File: config.mk
export PLATFORM = sky130hd
export DESIGN_NAME = i2c_regbank_target
export DESIGN_NICKNAME = d
export VERILOG_FILES = /design/src/rtl/i2crb_pkg.sv /design/src/rtl/i2crb_sync.sv /design/src/rtl/i2crb_engine.sv /design/src/rtl/i2c_regbank_target.sv
export SDC_FILE = /design/constraint.sdc
export NUM_CORES = 1
export LEC_CHECK = 0
export BUFFER_PORTS_ARGS = -buffer_cell sky130_fd_sc_hd__clkbuf_2
export CAP_MARGIN = 10
export CORE_ASPECT_RATIO = 1.75
export CORE_MARGIN = 8
export CORE_UTILIZATION = 40
export DETAILED_ROUTE_END_ITERATION = 8
export RECOVER_POWER = 25
export SETUP_SLACK_MARGIN = 0.5
export SLEW_MARGIN = 25
export SYNTH_ARGS = -nofsm -noshare
export SYNTH_HDL_FRONTEND = slang
export SYNTH_SLANG_ARGS = --single-unit
export TNS_END_PERCENT = 10
File: constraint.sdc
create_clock -name clk -period 2.41 [get_ports clk]
set_input_delay 0.241 -clock clk [delete_from_list [all_inputs] [get_ports clk]]
set_output_delay 0.241 -clock clk [all_outputs]
set_load 0.02 [all_outputs]
File: src/rtl/i2crb_pkg.sv
package i2crb_pkg;

    typedef enum logic [3:0] {
        ST_IDLE,
        ST_ADDR,
        ST_ADDR_DEC,
        ST_ADDR_ACK,
        ST_WR_BYTE,
        ST_WR_DEC,
        ST_WR_ACK,
        ST_RD_BYTE,
        ST_RD_ACK
    } link_state_e;

    // Events seen on the synchronised bus lines
    typedef struct packed {
        logic scl;
        logic sda;
        logic scl_rise;
        logic scl_fall;
        logic start;
        logic stop;
    } bus_ev_t;

    function automatic int idx_w(input int n);
        return (n > 1) ? $clog2(n) : 1;
    endfunction

    function automatic logic addr_hit(input logic [7:0] abyte, input logic [6:0] dev);
        return (abyte == 8'h00) || (abyte[7:1] == dev);
    endfunction

endpackage

File: src/rtl/i2crb_sync.sv
module i2crb_sync
    import i2crb_pkg::*;
#(
    parameter int STAGES = 2
) (
    input  logic    clk,
    input  logic    rst,
    input  logic    scl_i,
    input  logic    sda_i,
    output bus_ev_t ev
);

    logic [STAGES-1:0] scl_ff;
    logic [STAGES-1:0] sda_ff;
    logic              scl_q;
    logic              sda_q;

    for (genvar g = 0; g < STAGES; g++) begin : g_stage
        if (g == 0) begin : g_first
            always_ff @(posedge clk) begin
                if (rst) begin
                    scl_ff[g] <= 1'b1;
                    sda_ff[g] <= 1'b1;
                end else begin
                    scl_ff[g] <= scl_i;
                    sda_ff[g] <= sda_i;
                end
            end
        end else begin : g_next
            always_ff @(posedge clk) begin
                if (rst) begin
                    scl_ff[g] <= 1'b1;
                    sda_ff[g] <= 1'b1;
                end else begin
                    scl_ff[g] <= scl_ff[g-1];
                    sda_ff[g] <= sda_ff[g-1];
                end
            end
        end
    end

    always_ff @(posedge clk) begin
        if (rst) begin
            scl_q <= 1'b1;
            sda_q <= 1'b1;
        end else begin
            scl_q <= scl_ff[STAGES-1];
            sda_q <= sda_ff[STAGES-1];
        end
    end

    always_comb begin
        ev.scl      = scl_ff[STAGES-1];
        ev.sda      = sda_ff[STAGES-1];
        ev.scl_rise = ev.scl & ~scl_q;
        ev.scl_fall = ~ev.scl & scl_q;
        ev.start    = ev.scl & scl_q & sda_q & ~ev.sda;
        ev.stop     = ev.scl & scl_q & ~sda_q & ev.sda;
    end

endmodule

File: src/rtl/i2crb_engine.sv
module i2crb_engine
    import i2crb_pkg::*;
#(
    parameter int REG_COUNT = 16,
    parameter int AW        = idx_w(REG_COUNT)
) (
    input  logic          clk,
    input  logic          rst,
    input  bus_ev_t       ev,
    input  logic [6:0]    dev_addr,
    input  logic [7:0]    rf_rdata,
    output logic [AW-1:0] rf_raddr,
    output logic          rf_we,
    output logic [AW-1:0] rf_waddr,
    output logic [7:0]    rf_wdata,
    output logic          sda_pull
);

    localparam int PTR_W = 8;

    link_state_e      state;
    logic [2:0]       cnt;
    logic [7:0]       sh;
    logic [PTR_W-1:0] ptr;
    logic             loaded;
    logic             rw;
    logic             nack;
    logic             in_range;
    logic [7:0]       tx_byte;

    assign in_range = ({1'b0, ptr} < 9'(REG_COUNT));
    assign tx_byte  = in_range ? rf_rdata : 8'h00;
    assign rf_raddr = ptr[AW-1:0];

    always_ff @(posedge clk) begin
        if (rst) begin
            state    <= ST_IDLE;
            cnt      <= '0;
            sh       <= '0;
            ptr      <= '0;
            loaded   <= 1'b0;
            rw       <= 1'b0;
            nack     <= 1'b0;
            sda_pull <= 1'b0;
            rf_we    <= 1'b0;
            rf_waddr <= '0;
            rf_wdata <= '0;
        end else begin
            rf_we <= 1'b0;
            if (ev.start) begin
                state    <= ST_ADDR;
                cnt      <= '0;
                sda_pull <= 1'b0;
            end else if (ev.stop) begin
                state    <= ST_IDLE;
                sda_pull <= 1'b0;
            end else begin
                unique case (state)
                    ST_ADDR, ST_WR_BYTE: begin
                        if (ev.scl_rise) begin
                            sh  <= {sh[6:0], ev.sda};
                            cnt <= cnt + 3'd1;
                            if (cnt == 3'd7)
                                state <= (state == ST_ADDR) ? ST_ADDR_DEC : ST_WR_DEC;
                        end
                    end
                    ST_ADDR_DEC: begin
                        if (ev.scl_fall) begin
                            if (addr_hit(sh, dev_addr)) begin
                                sda_pull <= 1'b1;
                                rw       <= sh[0];
                                if (!sh[0]) loaded <= 1'b0;
                                state    <= ST_ADDR_ACK;
                            end else begin
                                state <= ST_IDLE;
                            end
                        end
                    end
                    ST_ADDR_ACK: begin
                        if (ev.scl_fall) begin
                            cnt <= '0;
                            if (rw) begin
                                sh       <= tx_byte;
                                sda_pull <= ~tx_byte[7];
                                state    <= ST_RD_BYTE;
                            end else begin
                                sda_pull <= 1'b0;
                                state    <= ST_WR_BYTE;
                            end
                        end
                    end
                    ST_WR_DEC: begin
                        if (ev.scl_fall) begin
                            sda_pull <= 1'b1;
                            state    <= ST_WR_ACK;
                            if (!loaded) begin
                                ptr    <= sh;
                                loaded <= 1'b1;
                            end else begin
                                if (in_range) begin
                                    rf_we    <= 1'b1;
                                    rf_waddr <= ptr[AW-1:0];
                                    rf_wdata <= sh;
                                end
                                ptr <= ptr + 8'd1;
                            end
                        end
                    end
                    ST_WR_ACK: begin
                        if (ev.scl_fall) begin
                            sda_pull <= 1'b0;
                            cnt      <= '0;
                            state    <= ST_WR_BYTE;
                        end
                    end
                    ST_RD_BYTE: begin
                        if (ev.scl_fall) begin
                            if (cnt == 3'd7) begin
                                sda_pull <= 1'b0;
                                ptr      <= ptr + 8'd1;
                                state    <= ST_RD_ACK;
                            end else begin
                                cnt      <= cnt + 3'd1;
                                sh       <= {sh[6:0], 1'b0};
                                sda_pull <= ~sh[6];
                            end
                        end
                    end
                    ST_RD_ACK: begin
                        if (ev.scl_rise) nack <= ev.sda;
                        if (ev.scl_fall) begin
                            if (nack) begin
                                state <= ST_IDLE;
                            end else begin
                                sh       <= tx_byte;
                                sda_pull <= ~tx_byte[7];
                                cnt      <= '0;
                                state    <= ST_RD_BYTE;
                            end
                        end
                    end
                    default: begin
                        state <= ST_IDLE;
                    end
                endcase
            end
        end
    end

    // SDA moves only with SCL low, except the release at START/STOP
    assert_pull_scl_low_R11: assert property (@(posedge clk) disable iff (rst)
        (!$stable(sda_pull) && !$past(ev.start || ev.stop)) |-> !$past(ev.scl));

    assert_start_to_addr_R12: assert property (@(posedge clk) disable iff (rst)
        $past(ev.start) |-> (state == ST_ADDR) && !sda_pull);

    assert_stop_idle_R1: assert property (@(posedge clk) disable iff (rst)
        $past(ev.stop) |-> (state == ST_IDLE) && !sda_pull);

    assert_idle_released_R4: assert property (@(posedge clk) disable iff (rst)
        (state == ST_IDLE) |-> !sda_pull);

    assert_write_in_range_R7: assert property (@(posedge clk) disable iff (rst)
        rf_we |-> $past(in_range) && $past(loaded));

endmodule

File: src/rtl/i2c_regbank_target.sv
module i2c_regbank_target
    import i2crb_pkg::*;
#(
    parameter int REG_COUNT   = 16,
    parameter int SYNC_STAGES = 2
) (
    input  logic                        clk,
    input  logic                        rst,
    input  logic [6:0]                  dev_addr,
    input  logic                        scl_i,
    input  logic                        sda_i,
    output logic                        sda_pull_o,
    output logic [idx_w(REG_COUNT)-1:0] rf_raddr,
    input  logic [7:0]                  rf_rdata,
    output logic                        rf_we,
    output logic [idx_w(REG_COUNT)-1:0] rf_waddr,
    output logic [7:0]                  rf_wdata
);

    localparam int AW = idx_w(REG_COUNT);

    bus_ev_t ev;

    i2crb_sync #(
        .STAGES (SYNC_STAGES)
    ) u_sync (
        .clk   (clk),
        .rst   (rst),
        .scl_i (scl_i),
        .sda_i (sda_i),
        .ev    (ev)
    );

    i2crb_engine #(
        .REG_COUNT (REG_COUNT),
        .AW        (AW)
    ) u_engine (
        .clk      (clk),
        .rst      (rst),
        .ev       (ev),
        .dev_addr (dev_addr),
        .rf_rdata (rf_rdata),
        .rf_raddr (rf_raddr),
        .rf_we    (rf_we),
        .rf_waddr (rf_waddr),
        .rf_wdata (rf_wdata),
        .sda_pull (sda_pull_o)
    );

endmodule

# --- Word-level counts from Yosys, hierarchy flattened ---
# Cells that the tools add are included.
classes:
  addsub: 2
  mul: 0
  n_div: 0
  magnitude_cmp: 1
  eq_ne: 34
  shift: 0
  n_mux: 53
  bitwise_logic: 18
  n_reduce_logical: 22
ops:
  columns: ["op", "n"]
  rows:
  - ["$mux W8", 12]
  - ["$mux W4", 9]
  - ["$pmux W8 S4", 1]
  - ["$ne A4 B4 Y1 const B", 7]
  - ["$pmux W4 S7", 1]
  - ["$reduce_and A9 Y1", 3]
  - ["$mux W3", 8]
  - ["$ne A2 B2 Y1 const B", 10]
  - ["$eq A4 B3 Y1 const B", 4]
  - ["$mux W1", 16]
  - ["$pmux W8 S2", 1]
  - ["$pmux W3 S4", 1]
  - ["$reduce_and A6 Y1", 2]
  - ["$not A1 Y1", 11]
  - ["$ne A2 B1 Y1 const B", 5]
  - ["$reduce_and A10 Y1", 1]
  - ["$add A8 B1 Y8 const B", 1]
  - ["$eq A4 B2 Y1 const B", 2]
  - ["$logic_not A8 Y1", 1]
  - ["$lt A8 B5 Y1 const B", 1]
  - ["$ne A4 B3 Y1 const B", 2]
  - ["$reduce_and A8 Y1", 1]
  - ["$reduce_bool A4 Y1", 2]
  - ["$and A1 B1 Y1", 7]
  - ["17 further kinds", 21]
totals:
  regBits: 46
  latch_bits: 0
  mem_bits_rw: 0
  rom_bits: 0
  out_inout_bits: 18
  mem_count: 0

# --- Depth between registers and ports, before layout ---
logic_depth:
  word_depth: 7
  ltp_mapped: 8
  ltp_nobuf: 7

# --- Cells and area by module ---
# Synthesis repeated with hierarchy kept, for this count alone.
hier_totals:
  cells_unflattened: 306
  hier_area_um2: 2596.2
modules_own_cells:
  columns: ["mod", "n_inst", "cells_per_inst", "area_per_inst_um2", "seq_area_each_um2"]
  rows:
  - ["i2crb_engine", 1, 288, 2391.0, 800.8]
  - ["i2crb_sync", 1, 18, 205.2, 120.1]

# --- Worst setup path before layout ---
# Ideal clock, no wire load.
synth_path:
  path_type: "reg2reg"
  start: "register u_engine.state[1]"
  end: "register u_engine.sh[1]"
  setup_time_ns: 0.133
  t_arrival_ns: 1.783
  path_slack_ns: 0.494
  stages_incl_launch_ff: 8
  path_buffers: 2
  synth_period_minus_slack_ns: 1.916
  cell_sequence: "dfxtp_1 -> buf_6 -> or4b_4 -> or3_4 -> o31ai_4 -> and2_1 -> buf_4 -> a311oi_1"
synth_between:
  elab_chain_len: 4
synth_lines:
  columns: ["element", "line_no", "rtl"]
  rows:
  - ["start: declaration", "i2crb_engine.sv:21", "link_state_e state;"]
  - ["start signal: assignment", "i2crb_engine.sv:64", "state <= (state == ST_ADDR) ? ST_ADDR_DEC : ST_WR_DEC;"]
  - ["$eq A4 B3 Y1 or $eq A4 B1 Y1 (tied branches)", "i2crb_engine.sv:58", "unique case (state)"]
  - ["$reduce_or A2 Y1", "i2crb_engine.sv:58", null]
  - ["$reduce_bool A4 Y1 (no source line) or $ne A2 B2 Y1 (tied branches)", null, null]
  - ["$reduce_and A10 Y1 (no source line)", null, null]
  - ["end signal: assignment", "i2crb_engine.sv:61", "sh <= {sh[6:0], ev.sda};"]
  - ["end signal: assignment", "i2crb_engine.sv:83", "sh <= tx_byte;"]
  - ["end signal: assignment", "i2crb_engine.sv:124", "sh <= {sh[6:0], 1'b0};"]
  - ["end: declaration", "i2crb_engine.sv:23", "logic [7:0] sh;"]
# Several ways; a longest one is shown, not always the timed one.
# A chain may end at the register's enable or synchronous reset.

# --- Worst setup path in the final report ---
layout_path:
  start: "register u_engine.state[3]"
  end: "register u_engine.state[0]"
layout_between:
  elab_chain_len: 7
layout_lines:
  columns: ["element", "line_no", "rtl"]
  rows:
  - ["$eq A4 B1 Y1", "i2crb_engine.sv:58, i2crb_engine.sv:64", null]
  - ["$mux W3", "i2crb_engine.sv:64", null]
  - ["$mux W4", "i2crb_engine.sv:63", "if (cnt == 3'd7)"]
  - ["$mux W4", "i2crb_engine.sv:60", "if (ev.scl_rise) begin"]
  - ["$pmux W4 S7", "i2crb_engine.sv:58", null]
  - ["$mux W1", "i2crb_engine.sv:54", "end else if (ev.stop) begin"]
  - ["$mux W1", "i2crb_engine.sv:50", "if (ev.start) begin"]
# Several ways; a longest one is shown, not always the timed one. The select of a mux whose other input is x is not followed.

==> results.json <==
{
  "h-tree-depth": 2,
  "setup_viol": 0,
  "tns_ps": 0,
  "coreArea_um2": 6490,
  "maxCapViolCount": 0,
  "fin_crit_ps": 1910,
  "netlist_area_um2": 2660,
  "drive_gt1_share_pct": 26.1,
  "postRouteWirelength_um": 7630,
  "antenna_left": 0,
  "grt_max_degree": 42,
  "synth_edf_count": 0,
  "dp_slack_ps": 312,
  "fmax_ghz": 0.524,
  "cts_tree": "built",
  "start_kind": "register",
  "drt_iter0_drc": 137,
  "hold_path_class": "input pin to register",
  "slowest_delay_ps": 590,
  "crit_path_end_kind": "register",
  "synth_top_cell_by_area": "dfxtp_1",
  "max_slew.worst_pin.slew_ps": 494,
  "rsz0062_at_grt": "yes",
  "ys.flop_type": "dfxtp_1",
  "final_common_cell": "dfxtp_1",
  "start_util_pct": 41.0,
  "seq_area_frac_synth_pct": 34.6,
  "cts_buffers": 5,
  "final.setup.worst_slack_ps": 501,
  "die_h_um": 124,
  "grt_pass1_vias": 2374,
  "io_pins": 37,
  "netlist_instances": 310,
  "yosysTopAreaCellShare_pct": 34.6,
  "cts.sinks": 46,
  "wl_per_cell_um": 17.3,
  "power.total_mw": 2.87,
  "power_switching_mw": 1.04,
  "required_ps": 2600,
  "slew_viol_final": 0,
  "cts-root-buf": "clkbuf_16",
  "crit_fanout": 13,
  "syn_avg_cell_area_um2": 8.59,
  "critPathBufInv": 1,
  "critPathKind": "register to register",
  "p_int_mw": 1.83,
  "slew_headroom_pct": 66.9,
  "final_hold_viol_count": 0,
  "status": "finished clean",
  "fin_area_um2": 3250,
  "ys_ff_latch": 46,
  "io_buffers": 36,
  "peakVddDrop_v": 0.000811,
  "num_rows": 39,
  "ys_warn_count": 0,
  "synth-async-reset-ratio_pct": 0,
  "area_growth_pct": 21.9,
  "syn-num-nets": 332,
  "seq_power_share_pct": 36.5,
  "p_per_area_nw_per_um2": 883,
  "post_dp_cell_area_um2": 2950,
  "grt_pass1_wl_um": 12100,
  "drt-pass1-iter-count": 5,
  "drt-vias-per-instance": 5.64,
  "gp_congestion": 0.927,
  "crit_chain": "buf_6, or4b_2, a21o_1, o21ai_0, o31ai_1, a311oi_1",
  "multiInputGateArea_um2": 1650,
  "drc_errors": 0,
  "seq_area_um2": 931,
  "die_x_um": 77.7,
  "layout.cells.most_common_list": "dfxtp_1 (42), nor2_1 (32), buf_4 (26), clkbuf_2 (25), mux2i_1 (19)",
  "final_util_pct": 50.0,
  "ys_types": 61,
  "vias": 2493,
  "period_share_pct": 79.2,
  "clk_pin_slew_ps": 60,
  "critPathTopFamily": "compound AO/OA/AOI/OAI gates",
  "antenna_found_initial": 0,
  "switching_share_pct": 36.3,
  "pwr-share-comb_pct": 39.4,
  "nNetsFinal": 381,
  "num-fill-cells": 630,
  "num_antenna_cells": 0,
  "dieArea_um2": 9630,
  "cts-root-to-sink-buffers": 2,
  "clkPwrFrac_pct": 24.2,
  "dp_hpwl_um": 5580,
  "synth_area_leaders": "dfxtp_1 (35%), mux2i_1 (7.1%), nor2_1 (4.7%), nand2b_1 (3.3%), a21oi_1 (3.0%)",
  "clock_skew_ps": 7.26,
  "crit_path_top_delay_cell": "or4b_2",
  "grt.overflow.total": 0,
  "clock_latency_ps": 290,
  "leakagePower_nw": 1.32,
  "grtUsageTotal_pct": 16.1,
  "cp.arrival_ps": 2100
}
-- registers in the layout, summed over array words and instances, names as in the netlist --
signal             count
u_engine.state         4
u_engine.rw            1
u_engine.rf_waddr      4
u_engine.sda_pull      1
u_engine.loaded        1
u_engine.rf_we         1
u_engine.rf_wdata      8
u_sync.sda_q           1
u_engine.ptr           8
u_sync.scl_ff          1
u_engine.sh            8
u_engine.cnt           3
u_sync.scl_q           1
u_sync.sda_ff          1
u_sync.ev              2
u_engine.nack          1
-- power groups by stage --
stage	registers, mW	clock network [mW]	logic, mW
2_1_floorplan	0.981	0	0.736
3_3_place_gp	1.06	0	0.937
3_5_place_dp	1.06	0	0.939
4_1_cts	1.05	0.714	1.00
5_1_grt	1.05	0.748	1.24
6_report	1.05	0.692	1.13
-- metal layers --
layer	up-vias	part of all wire, %	track usage (%)
met1	1180	39	16.6
met2	51	56	30.1
met3	16	2.9	3.54
li1	1246	-	-
met4	0	2.6	7.24
met5	-	0	0
-- synthesized netlist by cell type, types with 2 or more instances --
| master | instances |
|---|---|
| mux2_2 | 2 |
| buf_4 | 6 |
| xnor2_1 | 9 |
| a31oi_1 | 3 |
| a211oi_1 | 5 |
| o2bb2ai_1 | 4 |
| mux2i_1 | 19 |
| nand2b_1 | 14 |
| inv_1 | 4 |
| a22oi_1 | 5 |
| clkbuf_1 | 10 |
| nand3_1 | 10 |
| a31o_2 | 2 |
| a311oi_1 | 9 |
| nor3b_1 | 3 |
| dfxtp_1 | 46 |
| nor2b_1 | 7 |
| and3_1 | 6 |
| ha_1 | 3 |
| or2_2 | 7 |
| nor2_1 | 33 |
| nand3b_1 | 3 |
| nor4_1 | 2 |
| buf_2 | 7 |
| nor3_1 | 7 |
| a21oi_1 | 16 |
| o311a_1 | 2 |
| o21ai_0 | 16 |
| nand4_1 | 2 |
| and2_1 | 3 |
| nand2_1 | 12 |
| or3_1 | 2 |
| o2111a_1 | 2 |
| o2111ai_1 | 2 |
-- per-stage QoR --
step	hold WS, ps	instances
after floorplan	345	310
after global placement	391	421
after detailed placement	393	421
after CTS	129	431
after global routing	140	442
final	135	442
-- area by class of cell --
type                    instances  share of cell area (%)
clock inverters                 1                   0.154
repair buffers                 65                    12.2
inverters                       4                   0.578
flip-flops and latches         46                    28.7
clock buffers                   7                    4.39
multi-input cells             237                    50.8
well taps                      82                    3.16
-- final timing paths --
kind                           from                 to  slack [ps]  cells past startpoint
setup reg to reg  u_engine.state[3]  u_engine.state[0]         500                      6
hold / removal                scl_i   u_sync.scl_ff[0]         130                      2
hold reg to reg    u_sync.sda_ff[0]       u_sync.ev[4]         400                      1
setup / recovery  u_engine.state[3]  u_engine.state[0]         500                      6
-- timing repair --
| item | 4_1_cts | 5_1_grt |
|---|---|---|
| pin swaps | 3 | 6 |
| gates resized for setup | 13 | 7 |
| cloned | 1 | 0 |
| setup endpoints to repair | 22 | 22 |
| hold buffers | 0 | 0 |
| buffers inserted | 1 | 11 |
-- cell families after synthesis --
logic type | Yosys count | synth area share (%)
xor+xnor | 10 | 3.29
mux | 21 | 7.98
simple gates | 120 | 24.8
fa+ha+maj | 3 | 1.41
compound gates | 82 | 22.5
buf+inv | 28 | 5.40
flops | 46 | 34.6
No activity file was read; power rests on OpenSTA's default activity.
